===== src/rtl/buck_mode_pkg.sv =====
package buck_mode_pkg;

    typedef enum logic [1:0] {
        ST_PWM     = 2'd0,
        ST_TO_HYST = 2'd1,
        ST_HYST    = 2'd2,
        ST_TO_PWM  = 2'd3
    } mode_state_t;

endpackage


===== src/rtl/polarity_run_filter.sv =====
module polarity_run_filter #(
    parameter int RUN_LEN = 8
) (
    input  logic clk,
    input  logic rst_n,
    input  logic clr,
    input  logic tick,
    input  logic sample,
    output logic hit
);
    localparam int CNT_W = $clog2(RUN_LEN + 1);
    localparam logic [CNT_W-1:0] LAST = CNT_W'(RUN_LEN - 1);
    localparam logic [CNT_W-1:0] FULL = CNT_W'(RUN_LEN);

    logic [CNT_W-1:0] cnt_q;

    always_ff @(posedge clk or negedge rst_n) begin
        if (!rst_n) begin
            cnt_q <= '0;
        end else if (clr) begin
            cnt_q <= '0;
        end else if (tick) begin
            if (!sample)
                cnt_q <= '0;
            else if (cnt_q != FULL)
                cnt_q <= cnt_q + 1'b1;
        end
    end

    assign hit = tick && sample && !clr && (cnt_q == LAST);

    // the run count never passes its saturation value
    p_cnt_sat_r2: assert property (@(posedge clk) disable iff (!rst_n)
        cnt_q <= FULL);

    // a clear request leaves the count at zero on the next edge
    p_clr_zero_r7: assert property (@(posedge clk) disable iff (!rst_n)
        clr |=> (cnt_q == '0));

    // an opposite-polarity tick restarts the run
    p_opposite_clears_r3: assert property (@(posedge clk) disable iff (!rst_n)
        (tick && !sample) |=> (cnt_q == '0));
endmodule


===== src/rtl/hyst_pulse_gen.sv =====
module hyst_pulse_gen (
    input  logic clk,
    input  logic rst_n,
    input  logic active,
    input  logic lo_lim,
    input  logic hi_lim,
    output logic pulse
);
    logic pulse_q;

    always_ff @(posedge clk or negedge rst_n) begin
        if (!rst_n)
            pulse_q <= 1'b0;
        else if (!active || hi_lim)
            pulse_q <= 1'b0;
        else if (lo_lim)
            pulse_q <= 1'b1;
    end

    assign pulse = pulse_q;

    // the upper limit always ends a pulse
    p_hi_ends_r4: assert property (@(posedge clk) disable iff (!rst_n)
        hi_lim |=> !pulse_q);
endmodule


===== src/rtl/mode_fsm.sv =====
module mode_fsm
    import buck_mode_pkg::*;
(
    input  logic        clk,
    input  logic        rst_n,
    input  logic        run_en,
    input  logic        tick,
    input  logic        lo_lim,
    input  logic        force_pwm,
    input  logic        run_hit,
    input  logic        pulse,
    input  logic        pwm_req,
    output mode_state_t state,
    output logic        mode_hyst,
    output logic        hs_on,
    output logic        ls_on
);
    mode_state_t state_q, state_d;

    always_comb begin
        state_d = state_q;
        if (!run_en) begin
            state_d = ST_PWM;
        end else begin
            unique case (state_q)
                ST_PWM:     if (run_hit) state_d = ST_TO_HYST;
                ST_TO_HYST: state_d = force_pwm ? ST_TO_PWM : ST_HYST;
                ST_HYST:    if (force_pwm || (tick && lo_lim) || run_hit)
                                state_d = ST_TO_PWM;
                ST_TO_PWM:  state_d = ST_PWM;
            endcase
        end
    end

    always_ff @(posedge clk or negedge rst_n) begin
        if (!rst_n)
            state_q <= ST_PWM;
        else
            state_q <= state_d;
    end

    always_comb begin
        mode_hyst = 1'b0;
        hs_on     = 1'b0;
        ls_on     = 1'b0;
        unique case (state_q)
            ST_PWM: begin
                hs_on = pwm_req;
                ls_on = !pwm_req;
            end
            ST_HYST: begin
                mode_hyst = 1'b1;
                hs_on     = pulse;
            end
            ST_TO_HYST, ST_TO_PWM: ;
        endcase
    end

    assign state = state_q;

    // both switches are off in a break state
    p_break_off_r5: assert property (@(posedge clk) disable iff (!rst_n)
        (state_q == ST_TO_HYST || state_q == ST_TO_PWM) |-> (!hs_on && !ls_on));

    // a tick with the lower limit still set escapes hysteretic mode
    p_escape_r6: assert property (@(posedge clk) disable iff (!rst_n)
        (run_en && state_q == ST_HYST && tick && lo_lim) |=> (state_q == ST_TO_PWM));

    // the force input keeps the block out of hysteretic mode
    p_force_blocks_r7: assert property (@(posedge clk) disable iff (!rst_n)
        force_pwm |=> !mode_hyst);

    // disable returns to PWM state
    p_disable_r8: assert property (@(posedge clk) disable iff (!rst_n)
        !run_en |=> (state_q == ST_PWM));

    // the low side stays off in hysteretic mode
    p_hyst_ls_off_r4: assert property (@(posedge clk) disable iff (!rst_n)
        (state_q == ST_HYST) |-> !ls_on);
endmodule


===== src/rtl/buck_mode_sel.sv =====
module buck_mode_sel
    import buck_mode_pkg::*;
#(
    parameter int RUN_LEN = 8
) (
    input  logic clk,
    input  logic rst_n,
    input  logic run_en,
    input  logic cyc_tick,
    input  logic phase_pos,
    input  logic hyst_lo,
    input  logic hyst_hi,
    input  logic force_pwm,
    input  logic pwm_req,
    output logic mode_hyst,
    output logic hs_on,
    output logic ls_on
);
    mode_state_t state;
    logic        in_hyst;
    logic        in_break;
    logic        filt_clr;
    logic        filt_sample;
    logic        run_hit;
    logic        pulse;

    assign in_hyst     = (state == ST_HYST);
    assign in_break    = (state == ST_TO_HYST) || (state == ST_TO_PWM);
    assign filt_clr    = !run_en || force_pwm || in_break;
    assign filt_sample = in_hyst ? !phase_pos : phase_pos;

    polarity_run_filter #(.RUN_LEN(RUN_LEN)) u_filter (
        .clk    (clk),
        .rst_n  (rst_n),
        .clr    (filt_clr),
        .tick   (cyc_tick),
        .sample (filt_sample),
        .hit    (run_hit)
    );

    hyst_pulse_gen u_pulse (
        .clk    (clk),
        .rst_n  (rst_n),
        .active (in_hyst),
        .lo_lim (hyst_lo),
        .hi_lim (hyst_hi),
        .pulse  (pulse)
    );

    mode_fsm u_fsm (
        .clk       (clk),
        .rst_n     (rst_n),
        .run_en    (run_en),
        .tick      (cyc_tick),
        .lo_lim    (hyst_lo),
        .force_pwm (force_pwm),
        .run_hit   (run_hit),
        .pulse     (pulse),
        .pwm_req   (pwm_req),
        .state     (state),
        .mode_hyst (mode_hyst),
        .hs_on     (hs_on),
        .ls_on     (ls_on)
    );

    // no shoot-through
    p_no_overlap_r9: assert property (@(posedge clk) disable iff (!rst_n)
        !(hs_on && ls_on));
endmodule


===== config.mk =====
export PLATFORM = sky130hd
export DESIGN_NAME = buck_mode_sel
export DESIGN_NICKNAME = d
export VERILOG_FILES = /design/src/rtl/buck_mode_pkg.sv /design/src/rtl/polarity_run_filter.sv /design/src/rtl/hyst_pulse_gen.sv /design/src/rtl/mode_fsm.sv /design/src/rtl/buck_mode_sel.sv
export SDC_FILE = /design/constraint.sdc
export NUM_CORES = 1
export LEC_CHECK = 0
export BUFFER_PORTS_ARGS = -buffer_cell sky130_fd_sc_hd__buf_4
export CAP_MARGIN = 20
export CELL_PAD_IN_SITES_DETAIL_PLACEMENT = 1
export CELL_PAD_IN_SITES_GLOBAL_PLACEMENT = 1
export CORE_AREA = 5 5 42 44
export CTS_BUF_LIST = sky130_fd_sc_hd__clkbuf_8
export CTS_CLUSTER_SIZE = 25
export DETAILED_ROUTE_END_ITERATION = 12
export DIE_AREA = 0 0 47 49
export GPL_TIMING_DRIVEN = 0
export HOLD_SLACK_MARGIN = 0.12
export PLACE_DENSITY = 0.85
export SLEW_MARGIN = 20
export SYNTH_ARGS = -nofsm -noshare
export SYNTH_HDL_FRONTEND = slang
export SYNTH_SLANG_ARGS = --single-unit

===== constraint.sdc =====
create_clock -name clk -period 5.6 [get_ports clk]
set_input_delay 0.84 -clock clk [delete_from_list [all_inputs] [get_ports clk]]
set_output_delay 0.84 -clock clk [all_outputs]
set_load 0.01 [all_outputs]

Yosys cells after proc, flatten, opt, wreduce, memory -nomap -nowiden

Cells that the tools add are included.

Add/sub/neg operators: 1
Eq/ne operators: 8
Multiplexer cells: 15
Reductions and logical operators: 20

Operators with widths:

| cell                                          | count |
|---|---|
| 2-to-1 mux 4 bit                              | 4 |
| != test 3 x 2 -> 1 bit, second input constant | 3 |
| case mux 2 bit (4 select lines)               | 1 |
| logical OR 1 bit                              | 6 |
| 2-to-1 mux 1 bit                              | 6 |
| 2-to-1 mux 2 bit                              | 3 |
| zero test 1 bit                               | 5 |
| adder 4 x 1 -> 4 bit, second input constant   | 1 |
| == test 2 bit, second input constant          | 2 |
| == test 4 x 3 -> 1 bit, second input constant | 1 |
| logical AND 1 bit                             | 4 |
| != test 4 bit, second input constant          | 1 |
| AND reduction 2 bit                           | 2 |
| nonzero test 2 bit                            | 2 |
| == test 2 x 1 -> 1 bit, second input constant | 1 |
| zero test 2 bit                               | 1 |
| case mux 1 bit (2 select lines)               | 1 |

Output and inout port bits: 3
Word-level logic and storage cells: 47
Register bits: 7
Bits of input ports: 9

Logic depth before layout (Yosys ltp)

Gate-level depths: netlist of the first run.

Word-level depth: 10
Mapped depth: 6

Hierarchy

From an unflattened synthesis of the first run, not the netlist that was laid out.

Cell total of the unflattened synthesis: 57
Area, all modules: 543.0 sq um

Modules (own cells, without submodules):

| module              | area an instance (sq um) | cells each | times used |
|---|---|---|---|
| polarity_run_filter | 260.2                    | 30         | 1 |
| mode_fsm            | 203.9                    | 20         | 1 |
| hyst_pulse_gen      | 41.3                     | 3          | 1 |
| buck_mode_sel       | 37.5                     | 4          | 1 |

Worst setup path after synthesis of the first run

OpenSTA, ideal clock, no wires.

Path kind: input port to flip-flop
Start: input port force_pwm
End: register u_filter.cnt_q[1]
Path slack: 3371 ps
Path buffers: 0
Stages on the path: 4
Required time: 5520 ps
Data arrival time: 2149 ps
Setup time: 80 ps
Path through: or4b_4 > or2_1 > or3_4 > o22ai_2

Word-level cells in the longest chain between the ends: 4

RTL lines:

| element                                                                | line                      | source |
|---|---|---|
| start, declared                                                        | buck_mode_sel.sv:13       | `input logic force_pwm,` |
| logical OR 1 bit (*) (2 in a row)                                      | buck_mode_sel.sv:29       | `assign filt_clr = !run_en \|\| force_pwm \|\| in_break;` |
| != test 3 x 2 -> 1 bit (no line) or nonzero test 2 bit (tied branches) | -                         |  |
| AND reduction 2 bit (no line)                                          | -                         |  |
| end signal, assigned                                                   | polarity_run_filter.sv:26 | `cnt_q <= cnt_q + 1'b1;` |
| end, declared                                                          | polarity_run_filter.sv:15 | `logic [CNT_W-1:0] cnt_q;` |

Every way passes the cells marked *; elsewhere a longest branch is shown, timed or not.
A chain may end at the register's enable or synchronous reset.

Worst setup path in the final report of the first run

Start: input port force_pwm
End: register u_filter.cnt_q[2]

The elaborated chain is that of the path after synthesis.

==> out/qor.txt, run 1 <==
RUN STATUS
---------------------------------------------------------------------------------
Result of the run .................................................. finished clean

DIE
---------------------------------------------------------------------------------
Row Count ..........................................................           14
Effective utilization at floorplan .................................        0.356
Total die area .....................................................    2300 um^2
Ports ..............................................................           12
Core outline area ..................................................    1400 um^2
Die Height .........................................................        49 um
Chip width .........................................................        47 um

POWER AND IR DROP
---------------------------------------------------------------------------------
Power Density ......................................................  374 nW/um^2
Power, Total .......................................................       242 uW
Leak pwr ...........................................................     0.295 nW
Clock power share ..................................................        0.290
Worst supply voltage drop on vdd ...................................     0.248 mV
Fraction of power consumed by sequential logic .....................        0.287
Portion of total power attributed to combinational logic ...........        0.423
NetSw ..............................................................      85.1 uW
Internal power .....................................................       157 uW
Share of total power consumed by net switching .....................        0.352

YOSYS
---------------------------------------------------------------------------------
Post-synthesis instance area .......................................     499 um^2
Post-Synth Adder-Cell Area .........................................        0.150
Largest family of logic cells by synthesized area .................. simple AND/OR/NAND/NOR gates
Number of flip-flops and latches in the synthesized netlist ........            7
Simple-gate share of the synthesized area ..........................        0.211
Top cell type by total area after synthesis ........................ sky130_fd_sc_hd__dfrtp_1
Syn Inst Count .....................................................           52
Area share of the largest cell type after synthesis ................        0.351
Mux share of post-synthesis cell area ..............................       0.0602
Sequential-to-total area share from yosys stat .....................        0.351
Top cells by area, synth ........................................... sky130_fd_sc_hd__dfrtp_1 (35%), sky130_fd_sc_hd__ha_1 (15%), sky130_fd_sc_hd__mux2i_1 (6.0%)
Synthesized area divided by synthesized cell count .................    9.60 um^2
Synth warnings .....................................................            0
Count of cell types in the netlist .................................           23
Post-synthesis compound-gate area fraction .........................        0.165
Net count of the mapped netlist ....................................           67
Post-synthesis share of cell area spent on xor and xnor gates ......       0.0175

FINISH
---------------------------------------------------------------------------------
Area growth from synthesis to layout ...............................        29.6%
Layout cells sized above 1 .........................................        0.299
Final standard cell utilization of the core ........................        0.462
Filler Cells Inserted ..............................................          165
Number of inserted diodes ..........................................            0
Number of standard cells in the layout, taps in and fillers out ....           83
Area of all placed cells without fillers ...........................     647 um^2
Sequential cell area ...............................................     175 um^2
NumNets Final ......................................................           83
Area of the multi-input gates ......................................     302 um^2

ROUTING
---------------------------------------------------------------------------------
Routed Wire Length .................................................      1170 um
Antenna violation net count after detailed routing .................            0
Number of vias after detailed routing ..............................          440
DRC violation count after routing ..................................            0
Average detailed-routed wire length per instance ...................      14.1 um
Mean number of vias per cell .......................................         5.30
Drt initial violations .............................................            3
DRT Pass-1 Iters ...................................................            4

TIMING
---------------------------------------------------------------------------------
Unrepaired setup endpoints after global routing ....................           no
Finish-stage setup viols ...........................................            0
Maximum clock skew at final layout .................................  0.000844 ns
Crit path time final ...............................................      2.19 ns
Tcrit/Tclk final ...................................................        0.392
Fmax ...............................................................      456 MHz
Final hold violation count .........................................            0
Least-Margin Pin Slew ..............................................     0.302 ns
Relative slew margins ..............................................        0.798
Final number of max-transition violations ..........................            0
Final TNS setup ....................................................         0 ns

PLACEMENT
---------------------------------------------------------------------------------
HPWL after detailed placement ......................................       974 um
Routability cong. ..................................................        0.755
Cell Area, Placed ..................................................     602 um^2
Count of buffers inserted at the top-level ports ...................           11
# placed instances .................................................           79

GRT
---------------------------------------------------------------------------------
Overall global routing resource usage ..............................        0.123
Met2 usage .........................................................        0.197
GR Util met1 .......................................................        0.139
Global routing's busiest layer .....................................         met2
Pin count of the biggest net entering global routing ...............            8
Via count of the first global-routing pass .........................          465
Total overflow reported by the global router .......................            0
First-pass GRT wire length .........................................      2040 um
Antenna violations before repair ...................................            0
Fraction of met3 tracks used by global routing .....................       0.0369

CRITICAL PATH
---------------------------------------------------------------------------------
Critical path data arrival time ....................................      2.35 ns
Worst setup path class .............................................    in -> reg
Max FO, Critical Path ..............................................            4
Type of element capturing the critical path ........................     register
Nature of the critical path startpoint .............................    input pin
Required time of the critical path .................................      5.76 ns

CLOCK TREE
---------------------------------------------------------------------------------
CTS Buffer Depth ...................................................            2
CTS sink cnt .......................................................            7
Total clock buffers created by CTS .................................            3
Deepest level of the CTS H-tree ....................................            1
Buffers inserted during post-CTS setup optimization ................            0
Source-to-sink clock delay at the later pin of the worst-skew pair .      0.23 ns
CTS Hold Buffers Added .............................................            0
CTS-repair resized insts ...........................................            0
Clock slew at reported path FFs ....................................      0.04 ns
TritonCTS clock tree ...............................................          yes
CTS Root Buffer Type ............................................... sky130_fd_sc_hd__clkbuf_8

JOB
---------------------------------------------------------------------------------
Count of max-cap constraint violations .............................            0

MIN PATH
---------------------------------------------------------------------------------
Path type of the worst min-delay path ..............................  in -> async

## synth_stat cells (all sizes together)
master,n
nor2,4
nor2b,1
or2,2
nand4b,1
o22ai,1
nand3,2
a21oi,1
mux2i,3
a211oi,1
a22o,2
inv,6
nand2,3
xnor2,1
nor3,2
or4b,1
or3,1
ha,6
o221a,1
o21ai,5
nand2b,1
dfrtp,7
## state kept, by name (all words and copies together) (netlist names)
signal and count:
u_filter.cnt_q 4, u_fsm.state 2, u_pulse.pulse 1
## final cells by class
cell class	instances	share of cell area
multi-input combinational	39	0.466
clock buffer	3	0.0638
timing repair buffer	11	0.128
tap	16	0.0309
inverter	6	0.0348
sequential	7	0.271
clock inverter	1	0.00580
## through the flow
step                setup WS (ns)  hold slack [ns]
floorplan                    3.37            0.498
global placement             3.19            0.524
detailed placement           3.16            0.534
CTS                          3.39            0.415
global route                 3.36            0.414
finish                       3.41            0.416
## worst max-delay path, cell delays in order
cell and delay, ns:
sky130_fd_sc_hd__buf_4 0.12, sky130_fd_sc_hd__or4b_4 0.55, sky130_fd_sc_hd__or2_1 0.27, sky130_fd_sc_hd__or3_4 0.42
sky130_fd_sc_hd__o21ai_2 0.14
## power groups by stage
stage	sequential [mW]	combinational, mW	clock (mW)
finish	0.0695	0.102	0.0702
global route	0.0711	0.117	0.0747
CTS	0.0695	0.105	0.0720
global placement	0.0692	0.0989	0
detailed placement	0.0701	0.105	0
floorplan	0.0677	0.0697	0
## path summary, 6_finish.rpt
check / from / endpoint / slack (ns) / depth (start not counted)
hold reg to reg: u_filter.cnt_q[0] / u_filter.cnt_q[0] / 0.54 / 1
setup reg to reg: u_fsm.state[1] / u_filter.cnt_q[2] / 3.51 / 6
setup / recovery: force_pwm / u_filter.cnt_q[2] / 3.41 / 5
max in group asynchronous: rst_n / u_fsm.state[0] / 5.06 / 1
hold / removal: rst_n / u_filter.cnt_q[1] / 0.42 / 1
min in group clk: u_filter.cnt_q[0] / u_filter.cnt_q[0] / 0.54 / 1
## layout by cell type (no fill, tap or decap), drive strengths merged
cell type,netlist,layout
nand4b,1,1
or4b,1,1
nand2,3,3
a211oi,1,1
a21oi,1,1
nor3,2,2
xnor2,1,1
nand2b,1,1
nand3,2,2
a22o,2,2
o21ai,5,5
mux2i,3,3
buf,0,11
o221a,1,1
or2,2,2
nor2,4,4
nor2b,1,1
or3,1,1
dfrtp,7,7
clkbuf,0,3
inv,6,7
ha,6,6
o22ai,1,1
## per-layer routing
layer,part of all wire,wire length (um),vias up
li1,-,-,211
met5,0,0,-
met2,0.51,593,12
met3,0.077,90,2
met1,0.40,463,215
met4,0.020,23,0
## cell families after synthesis
group           after synthesis
simple gates                 18
flops                         7
compound gates               11
fa+ha+maj                     6
mux                           3
buf+inv                       6
xor+xnor                      1
No activity file was read; power rests on OpenSTA's default activity.
==> inputs of run 2 (changes only) <==
- CORE_AREA: 5 5 42 44 -> default
- CORE_MARGIN: default -> 5
- CORE_UTILIZATION: default -> 36
- DIE_AREA: 0 0 47 49 -> default
- clock period: 5.6 -> 1.9 ns (I/O delays scaled with it)
==> run 2 against run 1 <==
  * The run now ends with setup timing left
  * Sequential share of layout area fell by 1.9 points
  * Utilization rose by 7.2 points
  * Clock skew barely moved
  * Sequential power rose to 2.9 times the previous value
  * Cell area rose by 7.4%
  * Sequential cell count did not move
  * Clock-buffer cell count did not move
  * First-iteration DRC count fell by 33%
  * Global-route usage fell by 0.41 points
  * Critical path depth did not move
  * Final cell count rose by 3.6%
  * Clock power rose to 2.9 times the previous value
  * Largest power group unchanged
==> out/qor.txt, run 2 (synthesis results as in run 1) <==
RUN STATUS
---------------------------------------------------------------------------------
Result of the run .................................................. finished, violations left
Violations in the final reports .................................... setup timing

TIMING
---------------------------------------------------------------------------------
Setup slack of the critical path after layout ......................   -0.0280 ns   -3.44 ns
Relative slew margins ..............................................        0.751   -0.0465
Tcrit/Tclk final ...................................................         1.01
Least-Margin Pin Slew ..............................................     0.370 ns   +0.0682 ns
Final hold violation count .........................................            0   unchanged
Maximum clock skew at final layout .................................  0.000360 ns   -0.000484 ns
Fmax ...............................................................      519 MHz
Final TNS setup ....................................................   -0.0504 ns   -0.0504 ns
Final number of max-transition violations ..........................            0   unchanged
Finish-stage setup viols ...........................................            3   +3
Crit path time final ...............................................      1.93 ns
Unrepaired setup endpoints after global routing ....................          yes

CLOCK TREE
---------------------------------------------------------------------------------
Clock slew at reported path FFs ....................................      0.04 ns   about the same
TritonCTS clock tree ...............................................          yes
Source-to-sink clock delay at the later pin of the worst-skew pair .      0.23 ns   about the same
Deepest level of the CTS H-tree ....................................            1   unchanged
CTS Root Buffer Type ............................................... sky130_fd_sc_hd__clkbuf_8
Total clock buffers created by CTS .................................            3   unchanged
CTS sink cnt .......................................................            7   unchanged
CTS Buffer Depth ...................................................            2   unchanged

CRITICAL PATH
---------------------------------------------------------------------------------
Max FO, Critical Path ..............................................            4   unchanged
Worst setup path class .............................................   reg -> reg
Required time of the critical path .................................      2.05 ns   -3.71 ns
Type of element capturing the critical path ........................     register
Reg2Reg Setup Slack ................................................     -0.03 ns   -3.54 ns
Critical path data arrival time ....................................      2.08 ns   -0.27 ns
Nature of the critical path startpoint .............................     register

ROUTING
---------------------------------------------------------------------------------
Antenna violation net count after detailed routing .................            0   unchanged
Average detailed-routed wire length per instance ...................      13.9 um   -1.7%
DRC violation count after routing ..................................            0   unchanged
Number of vias after detailed routing ..............................          476   +8.2%
Routed Wire Length .................................................      1190 um   +1.9%
DRT Pass-1 Iters ...................................................            4   unchanged
Mean number of vias per cell .......................................         5.53   +4.4%
Drt initial violations .............................................            2   -1

DIE
---------------------------------------------------------------------------------
Chip width .........................................................      47.2 um   +0.51%
Row Count ..........................................................           13   -1
Effective utilization at floorplan .................................        0.384   +0.0274
Total die area .....................................................    2230 um^2   -3.1%
Die Height .........................................................      47.2 um   -3.6%
Core outline area ..................................................    1300 um^2   -7.1%
Ports ..............................................................           12   unchanged

GRT
---------------------------------------------------------------------------------
First-pass GRT wire length .........................................      1810 um   -11%
Pin count of the biggest net entering global routing ...............            8   unchanged
Total overflow reported by the global router .......................            0   unchanged
Antenna violations before repair ...................................            0   unchanged
Via count of the first global-routing pass .........................          444   -4.5%
Overall global routing resource usage ..............................        0.119   -0.00412

PLACEMENT
---------------------------------------------------------------------------------
Pre-CTS worst setup slack ..........................................   -0.0879 ns   -3.25 ns
Count of buffers inserted at the top-level ports ...................           11   unchanged
Routability cong. ..................................................        0.753   -0.25%
# placed instances .................................................           78   -1.3%
HPWL after detailed placement ......................................       883 um   -9.3%

FINISH
---------------------------------------------------------------------------------
Biggest register ................................................... u_filter.cnt_q
Layout cells sized above 1 .........................................        0.408   +0.110
Filler Cells Inserted ..............................................          150   -9.1%
NumNets Final ......................................................           87   +4.8%
Number of standard cells in the layout, taps in and fillers out ....           86   +3.6%
Number of inserted diodes ..........................................            0   unchanged
Area growth from synthesis to layout ...............................        39.1%
Leading cell types in the layout, fill and taps excluded ........... sky130_fd_sc_hd__buf_4 (14), sky130_fd_sc_hd__dfrtp_1 (7), sky130_fd_sc_hd__inv_1 (5)
Most common cell after layout, fill and taps aside ................. sky130_fd_sc_hd__buf_4
Max FFs per register ...............................................            4   unchanged
Final standard cell utilization of the core ........................        0.534   +0.0720

POWER AND IR DROP
---------------------------------------------------------------------------------
Worst supply voltage drop on vdd ...................................     0.599 mV   +140%
Power Density ...................................................... 1090 nW/um^2   +190%
Leak pwr ...........................................................     0.310 nW   +4.9%

JOB
---------------------------------------------------------------------------------
Count of max-cap constraint violations .............................            0   unchanged

MIN PATH
---------------------------------------------------------------------------------
Path type of the worst min-delay path ..............................    in -> reg

## run 2: cell types whose count changed in the layout (fill, tap and decap cells not counted)
cell,previous run,this run
sky130_fd_sc_hd__nor2_4,0,1
sky130_fd_sc_hd__clkinv_2,0,1
sky130_fd_sc_hd__nor2_1,4,2
sky130_fd_sc_hd__dlygate4sd3_1,0,1
sky130_fd_sc_hd__inv_2,0,1
sky130_fd_sc_hd__buf_4,11,14
sky130_fd_sc_hd__inv_1,7,5
sky130_fd_sc_hd__ha_1,6,4
sky130_fd_sc_hd__nor2_2,0,1
sky130_fd_sc_hd__ha_2,0,2
## run 2: cell type report
type	count	area (um^2)	area share
clock inverters	1	5.00	0.00721
well taps	15	18.8	0.0270
clock buffers	3	41.3	0.0595
repair buffers	15	115	0.166
flip-flops and latches	7	175	0.252
inverters	6	22.5	0.0324
multi-input cells	39	317	0.456
## run 2: routing by layer
layer / global-route usage / up-vias / wire [um]
met4: 0.0166 / 0 / 19
met1: 0.131 / 229 / 476
li1: - / 219 / -
met5: 0 / - / 0
met3: 0.0728 / 4 / 108
met2: 0.201 / 24 / 590
## run 2: path summary, 6_finish.rpt
path	endpoint	from	cells after the start
max	u_filter.cnt_q[1]	u_fsm.state[0]	5
min	u_pulse.pulse	hyst_hi	2
max reg2reg	u_filter.cnt_q[1]	u_fsm.state[0]	5
min reg2reg	u_filter.cnt_q[0]	u_filter.cnt_q[0]	1
max in group asynchronous	u_filter.cnt_q[1]	rst_n	2
min in group asynchronous	u_filter.cnt_q[3]	rst_n	2
## run 2: critical path: stages (launching register included)
cell and delay (ns):
sky130_fd_sc_hd__dfrtp_1 0.41, sky130_fd_sc_hd__ha_2 0.20, sky130_fd_sc_hd__or4b_4 0.50, sky130_fd_sc_hd__or2_1 0.24, sky130_fd_sc_hd__or3_4 0.36, sky130_fd_sc_hd__o22ai_2 0.14
## run 2: metrics by stage
stage                     area [um^2]  total power, mW  hold WS (ns)
after floorplan                   499            0.404       -0.0106
after global placement            601            0.495        0.0997
after detailed placement          601            0.509         0.102
after CTS                         679            0.738         0.222
after global routing              694            0.816         0.221
final                             694            0.757         0.220
## run 2: report_power, final
part	switching, mW	total [mW]	internal, mW
clock network	0.0640	0.206	0.142
logic	0.175	0.346	0.172
registers	0.0282	0.205	0.177
total	0.267	0.757	0.490
## run 2: repair_timing
action	CTS	global route
pin swaps	3	1
hold buffers	1	0
resized for setup	4	2
setup endpoints to repair	5	6
hold endpoints to repair	7	0
buffers inserted	2	1
